<file path="src/rtl/cot_chopper_pkg.sv">
package cot_chopper_pkg;

  typedef enum logic [2:0] {
    PH_IDLE   = 3'd0,
    PH_DRIVE  = 3'd1,
    PH_GAP_A  = 3'd2,
    PH_RECIRC = 3'd3,
    PH_GAP_B  = 3'd4
  } phase_t;

  typedef struct packed {
    logic src_hi;
    logic src_lo;
    logic snk_hi;
    logic snk_lo;
  } gates_t;

  // Gate pattern held in each phase of the chop cycle.
  function automatic gates_t gates_for(phase_t p);
    gates_t g;
    g = '0;
    case (p)
      PH_DRIVE:  begin g.src_hi = 1'b1; g.snk_lo = 1'b1; end
      PH_GAP_A:  g.src_hi = 1'b1;
      PH_RECIRC: begin g.src_hi = 1'b1; g.snk_hi = 1'b1; end
      PH_GAP_B:  g.src_hi = 1'b1;
      default:   g = '0;
    endcase
    return g;
  endfunction

  // True in the phases where the low side is held off by a chop.
  function automatic logic in_off_time(phase_t p);
    return (p == PH_GAP_A) || (p == PH_RECIRC) || (p == PH_GAP_B);
  endfunction

  function automatic int unsigned max3(int unsigned a, int unsigned b, int unsigned c);
    int unsigned m;
    m = (a > b) ? a : b;
    return (m > c) ? m : c;
  endfunction

endpackage

</file>
<file path="src/rtl/cot_tick_counter.sv">
module cot_tick_counter #(
  parameter int WIDTH = 8
) (
  input  logic             clk,
  input  logic             rst_n,
  input  logic             clear,
  output logic [WIDTH-1:0] count
);
  localparam logic [WIDTH-1:0] TOP = '1;

  always_ff @(posedge clk or negedge rst_n) begin
    if (!rst_n)            count <= '0;
    else if (clear)        count <= '0;
    else if (count != TOP) count <= count + 1'b1;
  end
endmodule

</file>
<file path="src/rtl/cot_phase_fsm.sv">
module cot_phase_fsm
  import cot_chopper_pkg::*;
#(
  parameter int T_OFF   = 100,
  parameter int T_DEAD  = 10,
  parameter int T_BLANK = 10,
  parameter int T_MINON = 15,
  parameter int PCW     = 5,
  parameter int MCW     = 7
) (
  input  logic           clk,
  input  logic           rst_n,
  input  logic           enable,
  input  logic           sense_over,
  input  logic [PCW-1:0] ph_cnt,
  input  logic [MCW-1:0] mono_cnt,
  output phase_t         phase,
  output phase_t         phase_nxt,
  output logic           fire,
  output logic           blank_open,
  output logic           minon_ok,
  output logic           mono_done,
  output logic           gap_done
);
  localparam logic [PCW-1:0] BLANK_C = PCW'(T_BLANK);
  localparam logic [PCW-1:0] MINON_C = PCW'(T_MINON - 1);
  localparam logic [PCW-1:0] DEAD_C  = PCW'(T_DEAD - 1);
  localparam logic [MCW-1:0] MONO_C  = MCW'(T_OFF - 1);

  logic pending;
  logic seen;

  assign blank_open = (ph_cnt >= BLANK_C);
  assign minon_ok   = (ph_cnt >= MINON_C);
  assign seen       = sense_over && blank_open;
  assign fire       = (phase == PH_DRIVE) && minon_ok && (pending || seen);
  assign gap_done   = (ph_cnt == DEAD_C);
  assign mono_done  = (mono_cnt == MONO_C);

  always_comb begin
    phase_nxt = phase;
    if (!enable) phase_nxt = PH_IDLE;
    else begin
      case (phase)
        PH_IDLE:   phase_nxt = PH_DRIVE;
        PH_DRIVE:  if (fire)      phase_nxt = PH_GAP_A;
        PH_GAP_A:  if (gap_done)  phase_nxt = PH_RECIRC;
        PH_RECIRC: if (mono_done) phase_nxt = PH_GAP_B;
        PH_GAP_B:  if (gap_done)  phase_nxt = PH_DRIVE;
        default:   phase_nxt = PH_IDLE;
      endcase
    end
  end

  always_ff @(posedge clk or negedge rst_n) begin
    if (!rst_n) begin
      phase   <= PH_IDLE;
      pending <= 1'b0;
    end else begin
      phase <= phase_nxt;
      if (phase != PH_DRIVE || phase_nxt != PH_DRIVE) pending <= 1'b0;
      else if (seen)                                  pending <= 1'b1;
    end
  end
endmodule

</file>
<file path="src/rtl/cot_gate_map.sv">
module cot_gate_map
  import cot_chopper_pkg::*;
(
  input  phase_t phase,
  input  logic   enable,
  output gates_t gates,
  output logic   chop_active
);
  gates_t raw;

  always_comb begin
    raw         = gates_for(phase);
    gates       = enable ? raw : '0;
    chop_active = enable && in_off_time(phase);
  end
endmodule

</file>
<file path="src/rtl/cot_chopper.sv">
module cot_chopper
  import cot_chopper_pkg::*;
#(
  parameter int T_OFF   = 100,
  parameter int T_DEAD  = 10,
  parameter int T_BLANK = 10,
  parameter int T_MINON = 15
) (
  input  logic clk,
  input  logic rst_n,
  input  logic enable,
  input  logic sense_over,
  output logic src_hi,
  output logic src_lo,
  output logic snk_hi,
  output logic snk_lo,
  output logic chop_active
);
  localparam int PH_MAX = int'(max3(T_DEAD, T_BLANK, T_MINON));
  localparam int PCW    = $clog2(PH_MAX + 2);
  localparam int MCW    = $clog2(T_OFF + 2);

  phase_t         phase;
  phase_t         phase_nxt;
  logic [PCW-1:0] ph_cnt;
  logic [MCW-1:0] mono_cnt;
  logic           fire;
  logic           blank_open;
  logic           minon_ok;
  logic           mono_done;
  logic           gap_done;
  logic           phase_change;
  gates_t         gates;

  assign phase_change = (phase_nxt != phase);

  cot_tick_counter #(.WIDTH(PCW)) u_phase_cnt (
    .clk   (clk),
    .rst_n (rst_n),
    .clear (phase_change),
    .count (ph_cnt)
  );

  cot_tick_counter #(.WIDTH(MCW)) u_mono_cnt (
    .clk   (clk),
    .rst_n (rst_n),
    .clear (fire),
    .count (mono_cnt)
  );

  cot_phase_fsm #(
    .T_OFF   (T_OFF),
    .T_DEAD  (T_DEAD),
    .T_BLANK (T_BLANK),
    .T_MINON (T_MINON),
    .PCW     (PCW),
    .MCW     (MCW)
  ) u_fsm (
    .clk        (clk),
    .rst_n      (rst_n),
    .enable     (enable),
    .sense_over (sense_over),
    .ph_cnt     (ph_cnt),
    .mono_cnt   (mono_cnt),
    .phase      (phase),
    .phase_nxt  (phase_nxt),
    .fire       (fire),
    .blank_open (blank_open),
    .minon_ok   (minon_ok),
    .mono_done  (mono_done),
    .gap_done   (gap_done)
  );

  cot_gate_map u_map (
    .phase       (phase),
    .enable      (enable),
    .gates       (gates),
    .chop_active (chop_active)
  );

  assign src_hi = gates.src_hi;
  assign src_lo = gates.src_lo;
  assign snk_hi = gates.snk_hi;
  assign snk_lo = gates.snk_lo;
endmodule

</file>
<file path="config.mk">
export PLATFORM = sky130hd
export DESIGN_NAME = cot_chopper
export DESIGN_NICKNAME = d
export VERILOG_FILES = /design/src/rtl/cot_chopper_pkg.sv /design/src/rtl/cot_tick_counter.sv /design/src/rtl/cot_phase_fsm.sv /design/src/rtl/cot_gate_map.sv /design/src/rtl/cot_chopper.sv
export SDC_FILE = /design/constraint.sdc
export NUM_CORES = 1
export LEC_CHECK = 0
export BUFFER_PORTS_ARGS = -buffer_cell sky130_fd_sc_hd__buf_4
export CORE_MARGIN = 2
export CORE_UTILIZATION = 50
export DETAILED_ROUTE_END_ITERATION = 16
export PLACE_DENSITY = 0.76
export SYNTH_ARGS = -nofsm -noshare
export SYNTH_HDL_FRONTEND = slang
export SYNTH_SLANG_ARGS = --single-unit
export TNS_END_PERCENT = 1
</file>
<file path="constraint.sdc">
create_clock -name clk -period 3.27 [get_ports clk]
set_input_delay 0.4905 -clock clk [delete_from_list [all_inputs] [get_ports clk]]
set_output_delay 0.4905 -clock clk [all_outputs]
set_load 0.1 [all_outputs]
</file>
* Yosys cells after proc, flatten, opt, wreduce, memory -nomap -nowiden
Index checks and enable logic that the tools add are counted.
Word-level totals: word-level logic and storage cells 48, memories kept 0, RAM bits 0, bits in read-only memories 0, bits in latches 0, output and inout bits 5, input bits 4, flip-flop bits (word level) 16
Cells by class: reductions and logical operators 13, muxes and demuxes 16, add/subtract/negate cells 2, $mul 0, equal/unequal tests 11, bitwise logic cells 0, shift operators 0, $lt $le $gt $ge 2, div/mod/pow operators 0
Operators with widths (number):
- 3-bit two-way mux | 5
- 3-bit one-hot mux with 5 select lines | 1
- 7-bit two-way mux | 2
- 5-bit by 4-bit greater-or-equal comparator with 1-bit output, second input constant | 2
- 5-bit two-way mux | 2
- 7-bit by 1-bit adder with 7-bit output, second input constant | 1
- 7-bit == test, second input constant | 1
- 7-bit inequality test, second input constant | 1
- 3-bit by 2-bit == test with 1-bit output, second input constant | 2
- 3-bit by 1-bit inequality test with 1-bit output, second input constant | 2
- 2-bit nonzero test | 3
- 5-bit by 1-bit adder with 5-bit output, second input constant | 1
- 5-bit by 4-bit == test with 1-bit output, second input constant | 1
- 1-bit two-way mux | 5
- 5-bit inequality test, second input constant | 1
- 1-bit logical AND | 4
- 1-bit logical OR | 4
- 4-bit two-way mux | 1
- 4-bit OR reduction | 1
- 3-bit by 1-bit == test with 1-bit output, second input constant | 1
- 3-bit == test, second input constant | 1
- 3-bit zero test | 1
- 3-bit inequality test | 1

* Logic depth before layout (Yosys ltp)
Gate-level depths: netlist of run 1.
depth after elaboration 10, mapped depth 6, mapped depth without buffers 6

* Modules after synthesis
A second synthesis of run 1 with hierarchy kept.
Second synthesis, totals: cell total of the unflattened synthesis 101, area total of the unflattened synthesis 979.7 um^2
Modules (own cells, without submodules):
- cot_tick_counter at u_mono_cnt | seq. area each 175.2 um^2, times used 1, cells an instance 33, area an instance 349.1 um^2
- cot_phase_fsm | seq. area each 100.1 um^2, times used 1, cells an instance 33, area an instance 299.0 um^2
- cot_tick_counter at u_phase_cnt | seq. area each 125.1 um^2, times used 1, cells an instance 20, area an instance 236.5 um^2
- cot_gate_map | seq. area each 0.0 um^2, times used 1, cells an instance 11, area an instance 63.8 um^2
- cot_chopper | seq. area each 0.0 um^2, times used 1, cells an instance 4, area an instance 31.3 um^2

* Worst setup path before layout of run 1
OpenSTA, ideal clock, no wires.
kind flip-flop to output port, from register u_fsm.phase[1], to output port chop_active, path buffers 1, path slack 0.589 ns, data required time 2.779 ns, stages on the path, launching flop included 5, arrival time 2.190 ns, path through dfrtp_1 buf_4 nor2_2 mux2i_1 nor2b_1
Between the ends: word-level cells in the longest chain between the ends 4, elaborated cells on any way between the ends 6, classes of those cells eq/ne (3); reduce/logical (3)
RTL lines:
- from (decl) | RTL line cot_phase_fsm.sv:17 | output phase_t phase,
- from (signal assigned) | RTL line cot_phase_fsm.sv:60 | phase <= phase_nxt;
- 3-bit by 2-bit == test with 1-bit output | RTL line cot_chopper_pkg.sv:34 | return (p == PH_GAP_A) || (p == PH_RECIRC) || (p == PH_GAP_B);
- 1-bit logical OR | RTL line cot_chopper_pkg.sv:34
- 1-bit logical OR * | RTL line cot_chopper_pkg.sv:34
- 1-bit logical AND * | RTL line cot_gate_map.sv:14 | chop_active = enable && in_off_time(phase);
- to (decl) | RTL line cot_chopper.sv:17 | output logic chop_active
Mark *: on every way between the ends. The rest lies on a longest branch, timed or not.

* Worst setup path after layout of run 1
from register u_fsm.phase[1], to output port src_hi
Between the ends: word-level cells in the longest chain between the ends 4, elaborated cells on any way between the ends 7, classes of those cells eq/ne (4); mux (2); reduce/logical (1)
RTL lines:
- 3-bit by 2-bit == test with 1-bit output (tied with other cells) | RTL line cot_chopper_pkg.sv:22 | case (p)
- 4-bit OR reduction (no source line) *
- 1-bit two-way mux * | RTL line cot_chopper_pkg.sv:22
- 4-bit two-way mux * | RTL line cot_gate_map.sv:13 | gates = enable ? raw : '0;
- to (decl) | RTL line cot_chopper.sv:13 | output logic src_hi,
Marked as above.

==> run metrics, run 1 <==
clk_skew about 0.0012 ns; core area approximately 2200 um2; largest net degree at the start of global routing 17; Post-Synthesis Cells roughly 110; post-DR vias/cell around 5.7; outcome finished clean; post-CTS setup buffer count 0; sequential cell area between 400 and 500 um2; # H-tree levels 1; CTS resizes 0; register area share after synthesis a little over a third; Synth Net Count between 100 and 150; Tmin final ~2.2 ns; Leakage slightly below 0.5 nW; cts bufs inserted 3; Area Growth Syn to Fin 6.777%; DRT iter0 DRCs 9; Warnings, synthesis 0; grt ovf 0; Worst EP required between 2 and 3 ns; Starting Density 51.90%; Synth Cell Area roughly 1100 um2; Antenna Cells 0; Yosys cell types 38; Peak VDD IR 411.1 uV; overall routing resource usage between 10% and 20%; deepest clock path buffer count 2; Worst Setup Path Type reg2out; Setup crit start kind register; IO Count 9; crit path DAT between 1.5 and 2 ns; wire per inst 13.78 um; Clock Sink Count 16; Clock transition at path regs 0.09 ns; pwr/cell area about 550 nW/um2; Final Hold Fails 0; Pre-Repair DR Iteration Count 4; RSZ-0062 raised after global routing no; worst min-delay path class in2async; pre-CTS setup slack roughly 1.3 ns; footprint of the multi-input gates between 600 and 700 um2; RD Place Congestion 0.7606; std cell rows 17; port bufs 7; first-pass GRT wire length 3594 um; initial antenna violation count 0; number of max-cap violations 0; CTS tree done; final routed DRC violation total 0; Reg2Reg Launch Point u_phase_cnt.count[1]$_DFFE_PN0P_; Setup crit end kind output pin; # fillers between 200 and 250; final hold slack between 0.04 and 0.05 ns; antenna violation net count after detailed routing 0; Post-Route WL between 1500 and 2000 um; Final period util 67.58%; Final nets 124; worst-path maximum fanout 10; PnR worst setup slack approximately 1.1 ns; CTS root buf clkbuf_4; die footprint around 2600 um2; DIE WIDTH 51.46 um; DP HPWL 1445 um; Yosys reg bits 16; DR vias 807; max-slew violations 0; CP startpoint u_fsm.phase[1]$_DFF_PN0_; die height ~51 um; Clk Latency, worst-skew pair about 0.29 ns; Mean Syn Cell Area approximately 11 um2; vias in the first global route a little under 800; Final setup viols 0; Highest Clock Rate between 400 and 500 MHz; layout cells sized above 1 approximately a fifth; hold_buf cts 0; final setup TNS 0 ns
routing by layer:
metal	share of wire, %	track usage (%)
met5	0	0
met3	2.6	4.386
met4	2.2	7.895
met2	48	29.49
met1	48	23.46
cells in the mapped netlist, drive strengths merged:
master,instances,area [um2]
a2111oi,5,50.05
a211oi,1,7.510
a21oi,5,25.02
a311oi,1,26.28
a31oi,4,55.05
and2,2,12.51
and3,4,30.03
and4,1,8.760
buf,4,33.78
conb,1,3.750
dfrtp,16,400.4
ha,5,62.56
inv,4,15.01
mux2i,4,40.04
nand2,7,26.28
nand2b,3,26.27
nand3,2,10.01
nand4b,2,17.52
nand4bb,1,16.27
nor2,15,66.32
nor2b,2,12.51
nor3,4,42.54
nor3b,1,7.510
nor4b,1,23.77
o21ai,1,5.000
o21ba,1,10.01
o2bb2ai,2,23.77
o31ai,2,15.01
xnor2,2,17.52
xor2,4,35.03
stage by stage:
step           instance area (um2)  instances  utilization (%)  total power, W
6_report                      1202        141            55.42       0.0006582
5_1_grt                       1202        141            55.42       0.0007100
3_5_place_dp                  1180        138            54.38       0.0005575
4_1_cts                       1202        141            55.42       0.0006633
2_1_floorplan                 1126        107                -       0.0005127
3_3_place_gp                  1180        138            54.38       0.0005448
critical path, cell delays in order, from the launching register on:
cell and delay, ns:
dfrtp_1 0.56, nor2_2 0.31, xnor2_1 0.14, and2_1 0.13, buf_4 0.28
placed cells by master (no fill, tap or decap), types with 2 or more instances in the layout:
cell type / n
a2111oi_1: 5
o31ai_1: 2
dfrtp_1: 16
a21oi_1: 5
nand2b_1: 2
nor3_4: 2
nand2_1: 7
mux2i_1: 4
nor3_1: 2
ha_1: 5
xnor2_1: 2
clkbuf_4: 3
and3_1: 3
and2_1: 2
a31oi_4: 2
xor2_1: 4
nand4b_1: 2
a31oi_1: 2
nand3_1: 2
buf_4: 7
nor2_1: 13
inv_1: 4
nor2b_1: 2
layout make-up:
cell class                 instances  share of cell area [%]
sequential                        16                   33.30
clock buffer                       3                   1.873
inverter                           4                   1.249
timing repair buffer               7                   4.370
tap                               28                   2.914
multi-input combinational         83                   56.30
power breakdown:
| part | switching (W) | internal, W |
|---|---|---|
| combinational | 0.000129 | 0.0000965 |
| sequential | 0.0000787 | 0.000251 |
| clock | 0.0000595 | 0.0000428 |
path summary, 6_finish.rpt:
path | endpoint | slack [ns] | depth (start not counted)
max | src_hi | 1.06 | 4
min reg2reg | u_mono_cnt.count[6]$_DFFE_PN0P_ | 0.56 | 2
min | u_mono_cnt.count[0]$_DFFE_PN0P_ | 0.04 | 1
min in group clk | u_fsm.phase[2]$_DFF_PN0_ | 0.50 | 2
max in group asynchronous | u_fsm.phase[2]$_DFF_PN0_ | 3.05 | 1
max reg2reg | u_phase_cnt.count[3]$_DFFE_PN0P_ | 1.31 | 6
registers in the layout, indices dropped and copies added (netlist names):
register,cells
u_fsm.phase,3
u_mono_cnt.count,7
u_fsm.pending,1
u_phase_cnt.count,5
logic make-up after synthesis:
family | count (synthesis) | synth area share, %
compound gates | 22 | 19.33
buf+inv | 8 | 4.333
xor+xnor | 6 | 4.667
mux | 4 | 3.556
simple gates | 45 | 26.67
other cells | 1 | 0.3330
flops | 16 | 35.56
fa+ha+maj | 5 | 5.556
Power figures use the tool's default switching activity.
==> inputs of run 2 (changes only) <==
--- a/config.mk
+++ b/config.mk
@@ -9,7 +9,7 @@
 export CORE_MARGIN = 2
 export CORE_UTILIZATION = 50
 export DETAILED_ROUTE_END_ITERATION = 16
-export PLACE_DENSITY = 0.76
+export PLACE_DENSITY = 0.79
 export SYNTH_ARGS = -nofsm -noshare
 export SYNTH_HDL_FRONTEND = slang
 export SYNTH_SLANG_ARGS = --single-unit
==> constraint.sdc (replaced) <==
create_clock -name clk -period 1.98 [get_ports clk]
set_input_delay 0.297 -clock clk [delete_from_list [all_inputs] [get_ports clk]]
set_output_delay 0.297 -clock clk [all_outputs]
set_load 0.1 [all_outputs]
==> run 2 against run 1 <==
Compared with the run above:
- sequential share of layout area down 1.4 points
- combinational power up 75%
- utilization up 2.4 points
- clock power up 70%
- worst hold slack better by 0.25 ns
- highest routed layer unchanged
==> run metrics, run 2 (synthesis results as in run 1) <==
outcome finished clean; crit-path cells inv_1 > nor3_4 > buf_6; pre-CTS setup slack 0.06851 ns (-1.254 ns); wire per inst 13.88 um (+0.75%); number of max-cap violations 0 (unchanged); cell depth of the worst hold path 2; die height 51.46 um (unchanged); worst-path maximum fanout 7 (-3); Final period util a little over nine tenths; cell area after layout 1254 um2 (+4.3%); most frequent cells in the layout dfrtp_1 (16), nor2_1 (13), buf_4 (10); Antenna Cells 0 (unchanged); Area Growth Syn to Fin 11.33%; Worst EP required 1.68 ns (-1.10 ns); register-to-register setup slack 0.09 ns (-1.22 ns); post-route core utilization 57.79% (+2.4 points); Reg with most FFs u_mono_cnt.count; max-slew violations 0 (unchanged); core area 2170 um2 (unchanged); vias in the first global route 788 (-1.0%); DR vias 837 (+3.7%); post-CTS setup buffer count 0 (unchanged); max incr delay on CP 0.50 ns (-0.06 ns); Final Hold Fails 0 (unchanged); Setup crit start kind register; worst hold path endpoint u_fsm.phase[2]$_DFF_PN0_; Highest Clock Rate between 500 and 600 MHz; Tmin final 1.901 ns; CP startpoint u_fsm.phase[0]$_DFF_PN0_; DIE WIDTH 51.46 um (unchanged); RD Place Congestion 0.7520 (-1.1%); registers with the most flip-flops u_mono_cnt.count (7), u_phase_cnt.count (5), u_fsm.phase (3); DP HPWL 1577 um (+9.1%); Reg2Reg Launch Point u_phase_cnt.count[0]$_DFFE_PN0P_; worst min-delay path class in2reg; max reg flops 7 (unchanged); Psw 0.0004476 W (+67%); pwr/cell area 882.5 nW/um2 (+61%); first-pass GRT wire length 3394 um (-5.6%); layout cells sized above 1 23.73% (+3.4 points); Combinational Power Share 35.8% (+1.5 points); Crit-path slowest cell dfrtp_1; Clk Latency, worst-skew pair 0.29 ns (about the same); IO Count 9 (unchanged); Peak VDD IR 668.1 uV (+63%); CTS tree done; final setup TNS 0 ns (unchanged); Leakage 0.5137 nW (+5.8%); Final nets 129 (+4.0%); final routed DRC violation total 0 (unchanged); cts bufs inserted 3 (unchanged); sequential power share 48.5% (-1.6 points); part of the power in the clock network 15.7% (about the same); Post-Route WL 2027 um (+4.3%); deepest clock path buffer count 2 (unchanged); Clock transition at path regs 0.09 ns (about the same); sw frac 40.46% (-0.20 points); Post-DP Area 1212 um2 (+2.8%); P_int 0.0006588 W (+69%); Pre-Repair DR Iteration Count 2 (-2); post-DR vias/cell 5.733 (+0.17%); PnR worst setup slack 0.07877 ns (-0.9813 ns); initial antenna violation count 0 (unchanged); antenna violation net count after detailed routing 0 (unchanged); DRT iter0 DRCs 10 (+1); Critical R2R Capture u_phase_cnt.count[3]$_DFFE_PN0P_; overall routing resource usage 17.22% (-1.1 points); Starting Density 51.90% (unchanged); largest net degree at the start of global routing 17 (unchanged); port bufs 7 (unchanged); Reg2Reg Depth 6 (unchanged); Final setup viols 0 (unchanged); CTS root buf clkbuf_4; std cell rows 17 (unchanged); grt ovf 0 (unchanged); Clock Sink Count 16 (unchanged); RSZ-0062 raised after global routing yes; clk_skew 0.005811 ns (+0.004619 ns); # H-tree levels 1 (unchanged); Worst Setup Path Type reg2out; Setup crit end kind output pin; hold_sp enable; commonest non-fill, non-tap cell in the layout dfrtp_1; die footprint 2648 um2 (unchanged); crit path DAT 1.60 ns (-0.12 ns)
-- run 2: cell types whose count changed in the layout (fill, tap and decap cells not counted), sizes merged --
cell and delta:
buf +4, dlygate4sd3 +1
-- run 2: worst max-delay path: cells and delay by family, from the launching register on --
| kind | cells | cell delay, ns |
|---|---|---|
| buffers and inverters | 2 | 0.47 |
| and+or+nand+nor | 1 | 0.34 |
| DFF | 1 | 0.50 |
-- run 2: area by class of cell --
cell class,instances,area (um2)
fill,195,915.9
multi-input combinational,83,684.4
sequential,16,400.4
timing repair buffer,12,96.34
tap,28,35.03
clock buffer,3,22.52
inverter,4,15.01
-- run 2: how the worst max path moves through the flow --
| stage | end | slack [ns] | cells after the start |
|---|---|---|---|
| CTS | u_phase_cnt.count[3]$_DFFE_PN0P_ | 0.05 | 6 |
| floorplan | snk_hi | -0.29 | 3 |
| global placement | u_phase_cnt.count[3]$_DFFE_PN0P_ | 0.19 | 6 |
| finish | snk_lo | 0.08 | 3 |
| global route | u_phase_cnt.count[3]$_DFFE_PN0P_ | -0.03 | 6 |
| detailed placement | u_phase_cnt.count[3]$_DFFE_PN0P_ | 0.07 | 6 |
-- run 2: what timing repair did --
item,4_1_cts,5_1_grt
setup endpoints to repair,0,4
hold buffers,1,0
gates resized for setup,0,2
endpoints found under the hold margin,16,0
-- run 2: power groups by stage --
stage / Combinational (W) / Sequential, W / Clock (W)
6_report: 0.000396 / 0.000537 / 0.000173
5_1_grt: 0.000450 / 0.000548 / 0.000187
4_1_cts: 0.000402 / 0.000535 / 0.000176
3_5_place_dp: 0.000403 / 0.000539 / 0
3_3_place_gp: 0.000382 / 0.000533 / 0
2_1_floorplan: 0.000325 / 0.000522 / 0
-- run 2: routing by layer --
layer / up-vias / share of wire [%] / global-route usage (%)
met4: 0 / 2.1 / 9.211
li1: 412 / - / -
met2: 5 / 52 / 29.91
met3: 4 / 1.7 / 2.632
met5: - / 0 / 0
met1: 416 / 44 / 20.19
-- run 2: per-stage QoR --
step / hold WS, ns / power (W) / instances
5_1_grt: 0.2916 / 0.001186 / 146
6_report: 0.2935 / 0.001106 / 146
3_3_place_gp: 0.1671 / 0.0009145 / 142
4_1_cts: 0.2902 / 0.001114 / 146
3_5_place_dp: 0.1688 / 0.0009420 / 142
2_1_floorplan: 0.001409 / 0.0008468 / 107
